File: config.mk
export PLATFORM = sky130hd
export DESIGN_NAME = gpio_altport
export DESIGN_NICKNAME = d
export VERILOG_FILES = /design/src/rtl/gpio_altport_pkg.sv /design/src/rtl/gpio_altport_regs.sv /design/src/rtl/gpio_altport_pinmux.sv /design/src/rtl/gpio_altport_rdmux.sv /design/src/rtl/gpio_altport.sv
export SDC_FILE = /design/constraint.sdc
export NUM_CORES = 1
export LEC_CHECK = 0
export BUFFER_PORTS_ARGS = -buffer_cell sky130_fd_sc_hd__buf_2
export CAP_MARGIN = 20
export CELL_PAD_IN_SITES_DETAIL_PLACEMENT = 0
export CELL_PAD_IN_SITES_GLOBAL_PLACEMENT = 1
export CORE_MARGIN = 1
export CORE_UTILIZATION = 29
export DETAILED_ROUTE_END_ITERATION = 8
export GPL_TIMING_DRIVEN = 0
export PLACE_DENSITY = 0.65
export SLEW_MARGIN = 20
export SYNTH_ARGS = -nofsm -noshare
export SYNTH_HDL_FRONTEND = slang
export SYNTH_HIERARCHICAL = 1
export SYNTH_SLANG_ARGS = --single-unit
File: constraint.sdc
create_clock -name clk -period 1.55 [get_ports clk]
set_input_delay 0.155 -clock clk [delete_from_list [all_inputs] [get_ports clk]]
set_output_delay 0.155 -clock clk [all_outputs]
set_load 0.01 [all_outputs]
File: src/rtl/gpio_altport_pkg.sv
package gpio_altport_pkg;
  localparam int unsigned PORT_W = 8;
  localparam int unsigned LOW_W  = 6;
  localparam int unsigned ADDR_W = 8;

  localparam logic [7:0] OFS_DATA = 8'h7E;
  localparam logic [7:0] OFS_DIR  = 8'h7F;
  localparam logic [7:0] OFS_ALT  = 8'h7D;
  localparam logic [7:0] OFS_PULL = 8'h7C;

  typedef enum logic [2:0] {
    SEL_NONE,
    SEL_DATA,
    SEL_DIR,
    SEL_ALT,
    SEL_PULL
  } reg_sel_e;
endpackage

File: src/rtl/gpio_altport_regs.sv
module gpio_altport_regs
  import gpio_altport_pkg::*;
#(
  parameter int unsigned PORT_W = gpio_altport_pkg::PORT_W,
  parameter int unsigned LOW_W  = gpio_altport_pkg::LOW_W,
  parameter int unsigned ADDR_W = gpio_altport_pkg::ADDR_W
) (
  input  logic              clk,
  input  logic              rst_n,
  input  logic              bus_sel,
  input  logic              bus_wr,
  input  logic [ADDR_W-1:0] bus_addr,
  input  logic [PORT_W-1:0] bus_wdata,
  output reg_sel_e          reg_sel,
  output logic [PORT_W-1:0] latch_q,
  output logic [PORT_W-1:0] dir_q,
  output logic [LOW_W-1:0]  alt_q,
  output logic [LOW_W-1:0]  pull_q
);
  logic [PORT_W-1:0] dir_d;
  logic [LOW_W-1:0]  alt_d, pull_d;
  logic              latch_en;

  // address decode
  always_comb begin
    reg_sel = SEL_NONE;
    if (bus_sel) begin
      if      (bus_addr == ADDR_W'(OFS_DATA)) reg_sel = SEL_DATA;
      else if (bus_addr == ADDR_W'(OFS_DIR))  reg_sel = SEL_DIR;
      else if (bus_addr == ADDR_W'(OFS_ALT))  reg_sel = SEL_ALT;
      else if (bus_addr == ADDR_W'(OFS_PULL)) reg_sel = SEL_PULL;
    end
  end

  // next state
  always_comb begin
    dir_d    = dir_q;
    alt_d    = alt_q;
    pull_d   = pull_q;
    latch_en = 1'b0;
    if (bus_wr) begin
      case (reg_sel)
        SEL_DATA: latch_en = 1'b1;
        SEL_DIR:  dir_d    = bus_wdata;
        SEL_ALT:  alt_d    = bus_wdata[LOW_W-1:0];
        SEL_PULL: pull_d   = bus_wdata[LOW_W-1:0];
        default:  ;
      endcase
    end
  end

  // configuration registers
  always_ff @(posedge clk or negedge rst_n) begin
    if (!rst_n) begin
      dir_q  <= '0;
      alt_q  <= '0;
      pull_q <= '0;
    end else begin
      dir_q  <= dir_d;
      alt_q  <= alt_d;
      pull_q <= pull_d;
    end
  end

  // data latch has no reset by intent
  always_ff @(posedge clk) begin
    if (latch_en) latch_q <= bus_wdata;
  end

  p_cfg_clear_r1: assert property (@(posedge clk) disable iff (!rst_n)
    $rose(rst_n) |-> (dir_q == '0 && alt_q == '0 && pull_q == '0));

  p_latch_load_r5: assert property (@(posedge clk) disable iff (!rst_n)
    (bus_sel && bus_wr && bus_addr == ADDR_W'(OFS_DATA)) |=> latch_q == $past(bus_wdata));
endmodule

File: src/rtl/gpio_altport_pinmux.sv
module gpio_altport_pinmux #(
  parameter int unsigned PORT_W = gpio_altport_pkg::PORT_W,
  parameter int unsigned LOW_W  = gpio_altport_pkg::LOW_W
) (
  input  logic              clk,
  input  logic              rst_n,
  input  logic [LOW_W-1:0]  latch_lo,
  input  logic [LOW_W-1:0]  dir_lo,
  input  logic [LOW_W-1:0]  alt_q,
  input  logic [LOW_W-1:0]  pull_q,
  input  logic [LOW_W-1:0]  xaddr_in,
  output logic [PORT_W-1:0] pin_out,
  output logic [PORT_W-1:0] pin_oe,
  output logic [PORT_W-1:0] pin_pu
);
  for (genvar n = 0; n < PORT_W; n++) begin : g_pin
    if (n < LOW_W) begin : g_bidir
      assign pin_out[n] = alt_q[n] ? xaddr_in[n] : latch_lo[n];
      assign pin_oe[n]  = alt_q[n] | dir_lo[n];
      assign pin_pu[n]  = pull_q[n] & ~dir_lo[n] & ~alt_q[n];

      p_alt_drive_r4: assert property (@(posedge clk) disable iff (!rst_n)
        alt_q[n] |-> (pin_oe[n] && pin_out[n] == xaddr_in[n]));
    end else begin : g_inonly
      assign pin_out[n] = 1'b0;
      assign pin_oe[n]  = 1'b0;
      assign pin_pu[n]  = 1'b0;
    end
  end
endmodule

File: src/rtl/gpio_altport_rdmux.sv
module gpio_altport_rdmux
  import gpio_altport_pkg::*;
#(
  parameter int unsigned PORT_W = gpio_altport_pkg::PORT_W,
  parameter int unsigned LOW_W  = gpio_altport_pkg::LOW_W
) (
  input  reg_sel_e          reg_sel,
  input  logic [PORT_W-1:0] latch_q,
  input  logic [PORT_W-1:0] dir_q,
  input  logic [LOW_W-1:0]  alt_q,
  input  logic [LOW_W-1:0]  pull_q,
  input  logic [PORT_W-1:0] pin_in,
  output logic [PORT_W-1:0] rdata
);
  localparam int unsigned HI_W = PORT_W - LOW_W;

  logic [PORT_W-1:0] gp_out_mask;
  logic [PORT_W-1:0] data_view;

  assign gp_out_mask = {{HI_W{1'b0}}, dir_q[LOW_W-1:0] & ~alt_q};
  assign data_view   = (latch_q & gp_out_mask) | (pin_in & ~gp_out_mask);

  always_comb begin
    case (reg_sel)
      SEL_DATA: rdata = data_view;
      SEL_DIR:  rdata = dir_q;
      SEL_ALT:  rdata = PORT_W'(alt_q);
      SEL_PULL: rdata = PORT_W'(pull_q);
      default:  rdata = '0;
    endcase
  end
endmodule

File: src/rtl/gpio_altport.sv
module gpio_altport
  import gpio_altport_pkg::*;
#(
  parameter int unsigned PORT_W = gpio_altport_pkg::PORT_W,
  parameter int unsigned LOW_W  = gpio_altport_pkg::LOW_W,
  parameter int unsigned ADDR_W = gpio_altport_pkg::ADDR_W
) (
  input  logic                    clk,
  input  logic                    rst_n,
  input  logic                    bus_sel,
  input  logic                    bus_wr,
  input  logic [ADDR_W-1:0]       bus_addr,
  input  logic [PORT_W-1:0]       bus_wdata,
  output logic [PORT_W-1:0]       bus_rdata,
  input  logic [PORT_W-1:0]       pin_in,
  output logic [PORT_W-1:0]       pin_out,
  output logic [PORT_W-1:0]       pin_oe,
  output logic [PORT_W-1:0]       pin_pu,
  input  logic [LOW_W-1:0]        xaddr_in,
  output logic [PORT_W-LOW_W-1:0] an_sel
);
  localparam int unsigned HI_W = PORT_W - LOW_W;

  logic [1:0]        rst_pipe;
  logic              rst_sync_n;
  reg_sel_e          reg_sel;
  logic [PORT_W-1:0] latch_q, dir_q;
  logic [LOW_W-1:0]  alt_q, pull_q;

  // reset: asserted asynchronously, released on the clock
  always_ff @(posedge clk or negedge rst_n) begin
    if (!rst_n) rst_pipe <= '0;
    else        rst_pipe <= {rst_pipe[0], 1'b1};
  end
  assign rst_sync_n = rst_pipe[1];

  gpio_altport_regs #(.PORT_W(PORT_W), .LOW_W(LOW_W), .ADDR_W(ADDR_W)) u_regs (
    .clk       (clk),
    .rst_n     (rst_sync_n),
    .bus_sel   (bus_sel),
    .bus_wr    (bus_wr),
    .bus_addr  (bus_addr),
    .bus_wdata (bus_wdata),
    .reg_sel   (reg_sel),
    .latch_q   (latch_q),
    .dir_q     (dir_q),
    .alt_q     (alt_q),
    .pull_q    (pull_q)
  );

  gpio_altport_pinmux #(.PORT_W(PORT_W), .LOW_W(LOW_W)) u_pinmux (
    .clk      (clk),
    .rst_n    (rst_sync_n),
    .latch_lo (latch_q[LOW_W-1:0]),
    .dir_lo   (dir_q[LOW_W-1:0]),
    .alt_q    (alt_q),
    .pull_q   (pull_q),
    .xaddr_in (xaddr_in),
    .pin_out  (pin_out),
    .pin_oe   (pin_oe),
    .pin_pu   (pin_pu)
  );

  gpio_altport_rdmux #(.PORT_W(PORT_W), .LOW_W(LOW_W)) u_rdmux (
    .reg_sel (reg_sel),
    .latch_q (latch_q),
    .dir_q   (dir_q),
    .alt_q   (alt_q),
    .pull_q  (pull_q),
    .pin_in  (pin_in),
    .rdata   (bus_rdata)
  );

  assign an_sel = pin_in[PORT_W-1:LOW_W];

  p_top_no_drive_r2: assert property (@(posedge clk) disable iff (!rst_sync_n)
    (pin_oe[PORT_W-1:LOW_W] == '0 && pin_out[PORT_W-1:LOW_W] == '0));

  p_pull_exclusive_r7: assert property (@(posedge clk) disable iff (!rst_sync_n)
    (pin_pu & pin_oe) == '0);

  for (genvar n = 0; n < LOW_W; n++) begin : g_hidden
    p_alt_hidden_r5: assert property (@(posedge clk) disable iff (!rst_sync_n)
      (alt_q[n] && $past(alt_q[n]) && $stable(xaddr_in[n])) |-> $stable(pin_out[n]));
  end

  if (HI_W == 0) begin : g_bad_split
    initial $error("gpio_altport: LOW_W must be below PORT_W");
  end
endmodule

==> run_summary.xml, run 1 <==
<?xml version="1.0" encoding="UTF-8"?>
<metrics>
  <group name="cells_and_area">
    <metric name="synthToLayoutAreaGrowth" unit="%">31.30</metric>
    <metric name="final_layout_size_suffix_gt1_share" unit="%">57.14</metric>
    <metric name="layoutNonFillerInstCount" unit="">289</metric>
    <metric name="layout.cells.most_common_list" unit="">buf_2, dfrtp_1, mux2_4</metric>
    <metric name="final_common_cell" unit="">buf_2</metric>
    <metric name="filler_cell_count" unit="">567</metric>
    <metric name="layout_nets" unit="">252</metric>
    <metric name="count_of_antenna_diodes_in_the_layout" unit="">0</metric>
  </group>
  <group name="worst_hold_path">
    <metric name="hp-class" unit="">in2reg</metric>
  </group>
  <group name="die">
    <metric name="die-width" unit="um">79.61</metric>
    <metric name="placeableCoreArea" unit="sq um">5642</metric>
    <metric name="initial_core_util" unit="%">30.96</metric>
    <metric name="rows" unit="">27</metric>
    <metric name="design.die.area" unit="sq um">6338</metric>
    <metric name="floorplan_die_height" unit="um">79.61</metric>
    <metric name="ios" unit="">68</metric>
  </group>
  <group name="cts">
    <metric name="tritoncts" unit="">yes</metric>
    <metric name="path_clk_slew" unit="ns">0.09</metric>
    <metric name="clk_latency" unit="ns">0.27</metric>
    <metric name="clock_sinks" unit="">28</metric>
    <metric name="clockRootBuffer" unit="">clkbuf_8</metric>
    <metric name="cts_made_buffers" unit="">3</metric>
    <metric name="cts.path.max_buffers" unit="">2</metric>
    <metric name="cts.htree.levels" unit="">1</metric>
  </group>
  <group name="timing">
    <metric name="crit_share_post_route" unit="%">110.3</metric>
    <metric name="slew_violations" unit="">0</metric>
    <metric name="setup_viol" unit="">8</metric>
    <metric name="fmax" unit="MHz">584.9</metric>
    <metric name="fin_worst_skew" unit="ns">0.002607</metric>
    <metric name="post-route-worst-setup-slack" unit="ns">-0.1596</metric>
    <metric name="slew_headroom" unit="%">44.38</metric>
    <metric name="worstMarginPinSlew" unit="ns">0.8343</metric>
    <metric name="post-route-min-period" unit="ns">1.710</metric>
    <metric name="grt_setup_unrepaired" unit="">true</metric>
    <metric name="finalHoldViolations" unit="">0</metric>
    <metric name="totalNegativeSetupSlack" unit="ns">-0.9393</metric>
  </group>
  <group name="setup_path">
    <metric name="worstSetupEndpoint" unit="">bus_rdata[5]</metric>
    <metric name="number_of_cells_traversed_by_the_worst_register_to_register_path" unit="">0</metric>
    <metric name="worst_setup_path_startpoint" unit="">bus_addr[7]</metric>
    <metric name="critPathKind" unit="">in2out</metric>
    <metric name="critPathArrivalTime" unit="ns">1.55</metric>
    <metric name="required" unit="ns">1.39</metric>
    <metric name="critical_path_peak_fanout" unit="">6</metric>
    <metric name="worst-path-stages" unit="">8</metric>
    <metric name="timing.critical_path.buf_inv" unit="">2</metric>
    <metric name="worst_r2r_endpoint" unit="">u_regs/pull_q[4]</metric>
    <metric name="path_cells" unit="">buf_6, nand4b_4, or2_4, nor2_2, and2b_2, nand2b_4, o211ai_1, buf_2</metric>
    <metric name="ff2ff_setup_slack" unit="ns">0.68</metric>
    <metric name="slowest_delay" unit="ns">0.26</metric>
    <metric name="critical-path-top-delay-family" unit="">simple AND/OR/NAND/NOR gates</metric>
    <metric name="regToRegStartpoint" unit="">rst_pipe[1]</metric>
    <metric name="worst_setup_path_end_kind" unit="">output port</metric>
    <metric name="cpMaxStageDelayCell" unit="">or2_4</metric>
    <metric name="crit_path_start_kind" unit="">input port</metric>
  </group>
  <group name="route">
    <metric name="drt_drc_violations_left" unit="">0</metric>
    <metric name="drtIter0Drc" unit="">31</metric>
    <metric name="postRouteAntennaNets" unit="">0</metric>
    <metric name="firstDrtPassIters" unit="">3</metric>
    <metric name="detail_route.wl_per_cell" unit="um">13.71</metric>
    <metric name="route.detailed.vias_per_inst" unit="">4.543</metric>
    <metric name="num_vias" unit="">1313</metric>
    <metric name="totalWireLength" unit="um">3963</metric>
  </group>
  <group name="global_routing">
    <metric name="number_of_antenna_violations_at_the_first_check_in_global_routing" unit="">0</metric>
    <metric name="grt_start_max_net_pins" unit="">21</metric>
    <metric name="number_of_global_route_vias_before_repair" unit="">1261</metric>
    <metric name="wire_length_of_the_first_global_routing_pass" unit="um">6368</metric>
    <metric name="grt_usage" unit="%">13.23</metric>
    <metric name="overflow" unit="">0</metric>
  </group>
  <group name="pwr">
    <metric name="power_per_cell_area" unit="nW/um^2">598.1</metric>
    <metric name="leakagePower" unit="nW">1.159</metric>
    <metric name="ir_drop" unit="mV">0.3466</metric>
  </group>
  <group name="place">
    <metric name="dp.final_hpwl" unit="um">3006</metric>
    <metric name="place.port_buffers" unit="">61</metric>
    <metric name="dpl.cell_count" unit="">281</metric>
    <metric name="place_congestion" unit="">0.6816</metric>
  </group>
  <group name="flow_run">
    <metric name="max_cap_viol_count" unit="">0</metric>
  </group>
  <group name="synthesis">
    <metric name="synth-warning-count" unit="">6</metric>
    <metric name="mean_instance_size_in_the_synthesized_netlist" unit="sq um">12.30</metric>
    <metric name="syn-instance-count" unit="">142</metric>
    <metric name="netlist_area" unit="sq um">1747</metric>
  </group>
  <group name="status">
    <metric name="failed_checks" unit="">setup timing</metric>
    <metric name="outcome" unit="">finished, violations left</metric>
  </group>
</metrics>
[timing repair]
item                       in CTS  in global routing
buffers inserted                3                  1
gates resized for setup         6                  0
hold buffers                    1                  0
hold endpoints to repair        2                  0
pin swaps                       9                  3
setup endpoints to repair       8                  8
[where the power goes]
group          internal [mW]  leakage [nW]  switching, mW
Sequential             0.768         0.355         0.0273
Clock                  0.178        0.0231          0.217
Combinational          0.103         0.781         0.0785
[flip-flops by register name, summed over array words and instances, names as in the netlist]
signal / flops
u_regs/dir_q: 8
u_regs/alt_q: 6
u_regs/latch_q: 6
u_regs/pull_q: 6
rst_pipe: 2
[routing by layer]
layer	track usage [%]	share of wire, %
met1	17.76	47
met2	21.88	48
met3	2.629	4.5
met4	2.727	0.68
met5	0	0
[stage by stage]
| stage | hold slack, ns | util (%) | worst slack, ns | power [mW] | instance area (sq um) |
|---|---|---|---|---|---|
| after floorplan | -0.1406 | - | 0.01606 | 0.8988 | 1779 |
| after global placement | -0.05775 | 38.55 | -0.8402 | 0.9853 | 2175 |
| after detailed placement | -0.05876 | 38.79 | -0.3939 | 0.9878 | 2188 |
| after CTS | 0.08966 | 40.52 | -0.2494 | 1.394 | 2286 |
| after global routing | 0.08268 | 40.65 | -0.2625 | 1.450 | 2293 |
| final | 0.09535 | 40.65 | -0.1596 | 1.372 | 2293 |
[how the worst min path moves through the flow]
stage                      start                end  slack, ns  cells past startpoint
CTS                 bus_wdata[5]  u_regs/latch_q[5]       0.09                      1
global route        bus_wdata[5]  u_regs/latch_q[5]       0.08                      1
finish              bus_wdata[0]  u_regs/latch_q[0]        0.1                      1
global placement           rst_n        rst_pipe[1]      -0.06                      1
detailed placement         rst_n        rst_pipe[1]      -0.06                      1
floorplan                  rst_n        rst_pipe[0]      -0.14                      0
[area by class of cell]
class | count | area [sq um] | area share (%)
Clock inverter | 1 | 3.754 | 0.1637
Buffer | 11 | 90.09 | 3.928
Multi-Input combinational cell | 105 | 954.7 | 41.63
Inverter | 2 | 7.507 | 0.3273
Clock buffer | 3 | 41.29 | 1.800
Timing Repair Buffer | 67 | 375.4 | 16.37
Sequential cell | 28 | 730.7 | 31.86
Tap cell | 72 | 90.09 | 3.928
(Power assumes the default switching activity.)
==> run 2: changes to the inputs <==
CORE_UTILIZATION = 34   (was 29)
PLACE_DENSITY = 0.75   (was 0.65)
TNS_END_PERCENT = 5   (was unset)
==> run 2 against run 1 <==
  * The flow still finishes with violations (setup timing)
  * Cell count shrank 2.4%
  * Largest power group unchanged
  * Utilization grew 6.7 points
  * Critical path type unchanged
  * Register-to-register slack about the same
==> run_summary.xml, run 2 (synthesis results as in run 1) <==
<?xml version="1.0" encoding="UTF-8"?>
<metrics>
  <group name="status">
    <metric name="failed_checks" unit="">setup timing</metric>
    <metric name="outcome" unit="">finished, violations left</metric>
  </group>
  <group name="place">
    <metric name="dpl.cell_count" unit="">276</metric>
    <metric name="place.port_buffers" unit="">61</metric>
    <metric name="postPlaceCellArea" unit="sq um">2182</metric>
    <metric name="dp.final_hpwl" unit="um">2785</metric>
    <metric name="place_congestion" unit="">0.7047</metric>
  </group>
  <group name="route">
    <metric name="postRouteAntennaNets" unit="">0</metric>
    <metric name="num_vias" unit="">1315</metric>
    <metric name="detail_route.wl_per_cell" unit="um">13.10</metric>
    <metric name="route.detailed.vias_per_inst" unit="">4.663</metric>
    <metric name="firstDrtPassIters" unit="">4</metric>
    <metric name="drt_drc_violations_left" unit="">0</metric>
    <metric name="drtIter0Drc" unit="">51</metric>
    <metric name="totalWireLength" unit="um">3695</metric>
  </group>
  <group name="cts">
    <metric name="path_clk_slew" unit="ns">0.10</metric>
    <metric name="clockRootBuffer" unit="">clkbuf_8</metric>
    <metric name="tritoncts" unit="">yes</metric>
    <metric name="cts.htree.levels" unit="">1</metric>
    <metric name="clock_sinks" unit="">28</metric>
    <metric name="clk_latency" unit="ns">0.27</metric>
    <metric name="cts.path.max_buffers" unit="">2</metric>
    <metric name="cts_made_buffers" unit="">3</metric>
  </group>
  <group name="setup_path">
    <metric name="slowest_delay" unit="ns">0.30</metric>
    <metric name="crit_path_start_kind" unit="">input port</metric>
    <metric name="required" unit="ns">1.39</metric>
    <metric name="critical_path_peak_fanout" unit="">7</metric>
    <metric name="critPathArrivalTime" unit="ns">1.63</metric>
    <metric name="path_cells" unit="">buf_6, nand4b_4, or2_4, nor3_4, and2b_4, a32oi_1, o211ai_1, buf_2</metric>
    <metric name="worst_setup_path_end_kind" unit="">output port</metric>
    <metric name="timing.critical_path.buf_inv" unit="">2</metric>
    <metric name="critPathKind" unit="">in2out</metric>
    <metric name="cpMaxStageDelayCell" unit="">nor3_4</metric>
    <metric name="critical-path-top-delay-family" unit="">simple AND/OR/NAND/NOR gates</metric>
  </group>
  <group name="die">
    <metric name="design.die.area" unit="sq um">5428</metric>
    <metric name="ios" unit="">68</metric>
    <metric name="floorplan_die_height" unit="um">73.68</metric>
    <metric name="rows" unit="">25</metric>
    <metric name="die-width" unit="um">73.68</metric>
    <metric name="initial_core_util" unit="%">36.26</metric>
    <metric name="placeableCoreArea" unit="sq um">4817</metric>
  </group>
  <group name="timing">
    <metric name="slew_headroom" unit="%">45.06</metric>
    <metric name="setup_viol" unit="">8</metric>
    <metric name="slew_violations" unit="">0</metric>
    <metric name="fin_worst_skew" unit="ns">0.003725</metric>
    <metric name="totalNegativeSetupSlack" unit="ns">-1.543</metric>
    <metric name="finalHoldViolations" unit="">0</metric>
    <metric name="worstMarginPinSlew" unit="ns">0.8241</metric>
    <metric name="post-route-worst-setup-slack" unit="ns">-0.2381</metric>
    <metric name="fmax" unit="MHz">559.3</metric>
    <metric name="post-route-min-period" unit="ns">1.788</metric>
    <metric name="crit_share_post_route" unit="%">115.4</metric>
    <metric name="fin_hold_ws" unit="ns">0.09381</metric>
    <metric name="grt_setup_unrepaired" unit="">true</metric>
  </group>
  <group name="global_routing">
    <metric name="grt_start_max_net_pins" unit="">21</metric>
    <metric name="wire_length_of_the_first_global_routing_pass" unit="um">5975</metric>
    <metric name="overflow" unit="">0</metric>
    <metric name="number_of_antenna_violations_at_the_first_check_in_global_routing" unit="">0</metric>
    <metric name="number_of_global_route_vias_before_repair" unit="">1191</metric>
    <metric name="grt_usage" unit="%">14.59</metric>
  </group>
  <group name="cells_and_area">
    <metric name="count_of_antenna_diodes_in_the_layout" unit="">0</metric>
    <metric name="final_common_cell" unit="">buf_2</metric>
    <metric name="max_flop_register" unit="">u_regs/dir_q</metric>
    <metric name="filler_cell_count" unit="">474</metric>
    <metric name="layoutNonFillerInstCount" unit="">282</metric>
    <metric name="synthToLayoutAreaGrowth" unit="%">30.66</metric>
    <metric name="flip_flop_count_of_the_largest_register_after_layout" unit="">8</metric>
    <metric name="final_layout_size_suffix_gt1_share" unit="%">56.28</metric>
    <metric name="regArea" unit="sq um">730.7</metric>
    <metric name="final_area" unit="sq um">2282</metric>
    <metric name="layout_nets" unit="">250</metric>
    <metric name="layout.cells.most_common_list" unit="">buf_2, dfrtp_1, mux2_4</metric>
    <metric name="area_of_the_multi_input_gates" unit="sq um">950.9</metric>
  </group>
  <group name="pwr">
    <metric name="leakagePower" unit="nW">1.161</metric>
    <metric name="power.share.switching" unit="%">21.18</metric>
    <metric name="power.internal" unit="mW">1.216</metric>
    <metric name="netSwitchingPower" unit="mW">0.3266</metric>
    <metric name="power.share.combinational" unit="%">11.5</metric>
    <metric name="power_per_cell_area" unit="nW/um^2">675.7</metric>
    <metric name="pwr-share-clk" unit="%">36.9</metric>
    <metric name="ir_drop" unit="mV">0.3705</metric>
    <metric name="seq_power_share" unit="%">51.5</metric>
  </group>
  <group name="flow_run">
    <metric name="max_cap_viol_count" unit="">0</metric>
  </group>
  <group name="worst_hold_path">
    <metric name="hp-class" unit="">in2reg</metric>
  </group>
</metrics>
## run 2: changes by cell type in the layout (fill, tap and decap cells not counted), sizes merged
cell and change:
clkinv -1, buf -2, bufinv +1
## run 2: path summary, 6_finish.rpt
path | startpoint | end | slack, ns | cells after the start
setup / recovery | bus_addr[7] | bus_rdata[3] | -0.24 | 8
hold / removal | bus_wdata[3] | u_regs/latch_q[3] | 0.09 | 1
setup reg to reg | rst_pipe[1] | u_regs/pull_q[2] | 0.69 | 0
hold reg to reg | rst_pipe[1] | u_regs/alt_q[4] | 0.35 | 0
max in group asynchronous | rst_pipe[1] | u_regs/pull_q[2] | 0.69 | 0
min in group asynchronous | rst_n | rst_pipe[0] | 0.18 | 2
## run 2: cell type report
cell class / count / share of cell area [%]
multi-input cells: 105 / 41.67
clock inverters: 1 / 1.316
clock buffers: 3 / 1.809
flip-flops and latches: 28 / 32.02
inverters: 2 / 0.3289
plain buffers: 12 / 4.441
well taps: 67 / 3.673
repair buffers: 64 / 14.75
## run 2: power by group through the flow
stage	registers, mW	logic, mW	clock network [mW]
after global routing	0.801	0.195	0.628
final	0.795	0.178	0.569
after CTS	0.796	0.179	0.594
after floorplan	0.803	0.0960	0
after detailed placement	0.811	0.174	0
after global placement	0.811	0.173	0
## run 2: metal layers
metal / global-route usage, % / part of all wire, %
met5: 0 / 0
met4: 3.846 / 0.51
met3: 1.646 / 4.6
met2: 23.24 / 45
met1: 21.03 / 50
## run 2: timing repair
action,in CTS,in global routing
pin swaps,2,1
hold buffers,1,0
setup endpoints to repair,8,8
setup buffers,1,0
gates resized for setup,2,1
endpoints found under the hold margin,2,0
## run 2: stage by stage
step / utilization, % / setup slack, ns / power (mW)
5_1_grt: 47.38 / -0.3808 / 1.624
3_3_place_gp: 45.01 / -0.8526 / 0.9834
2_1_floorplan: - / 0.01606 / 0.8988
6_report: 47.38 / -0.2381 / 1.542
3_5_place_dp: 45.30 / -0.3919 / 0.9850
4_1_cts: 47.32 / -0.2695 / 1.569
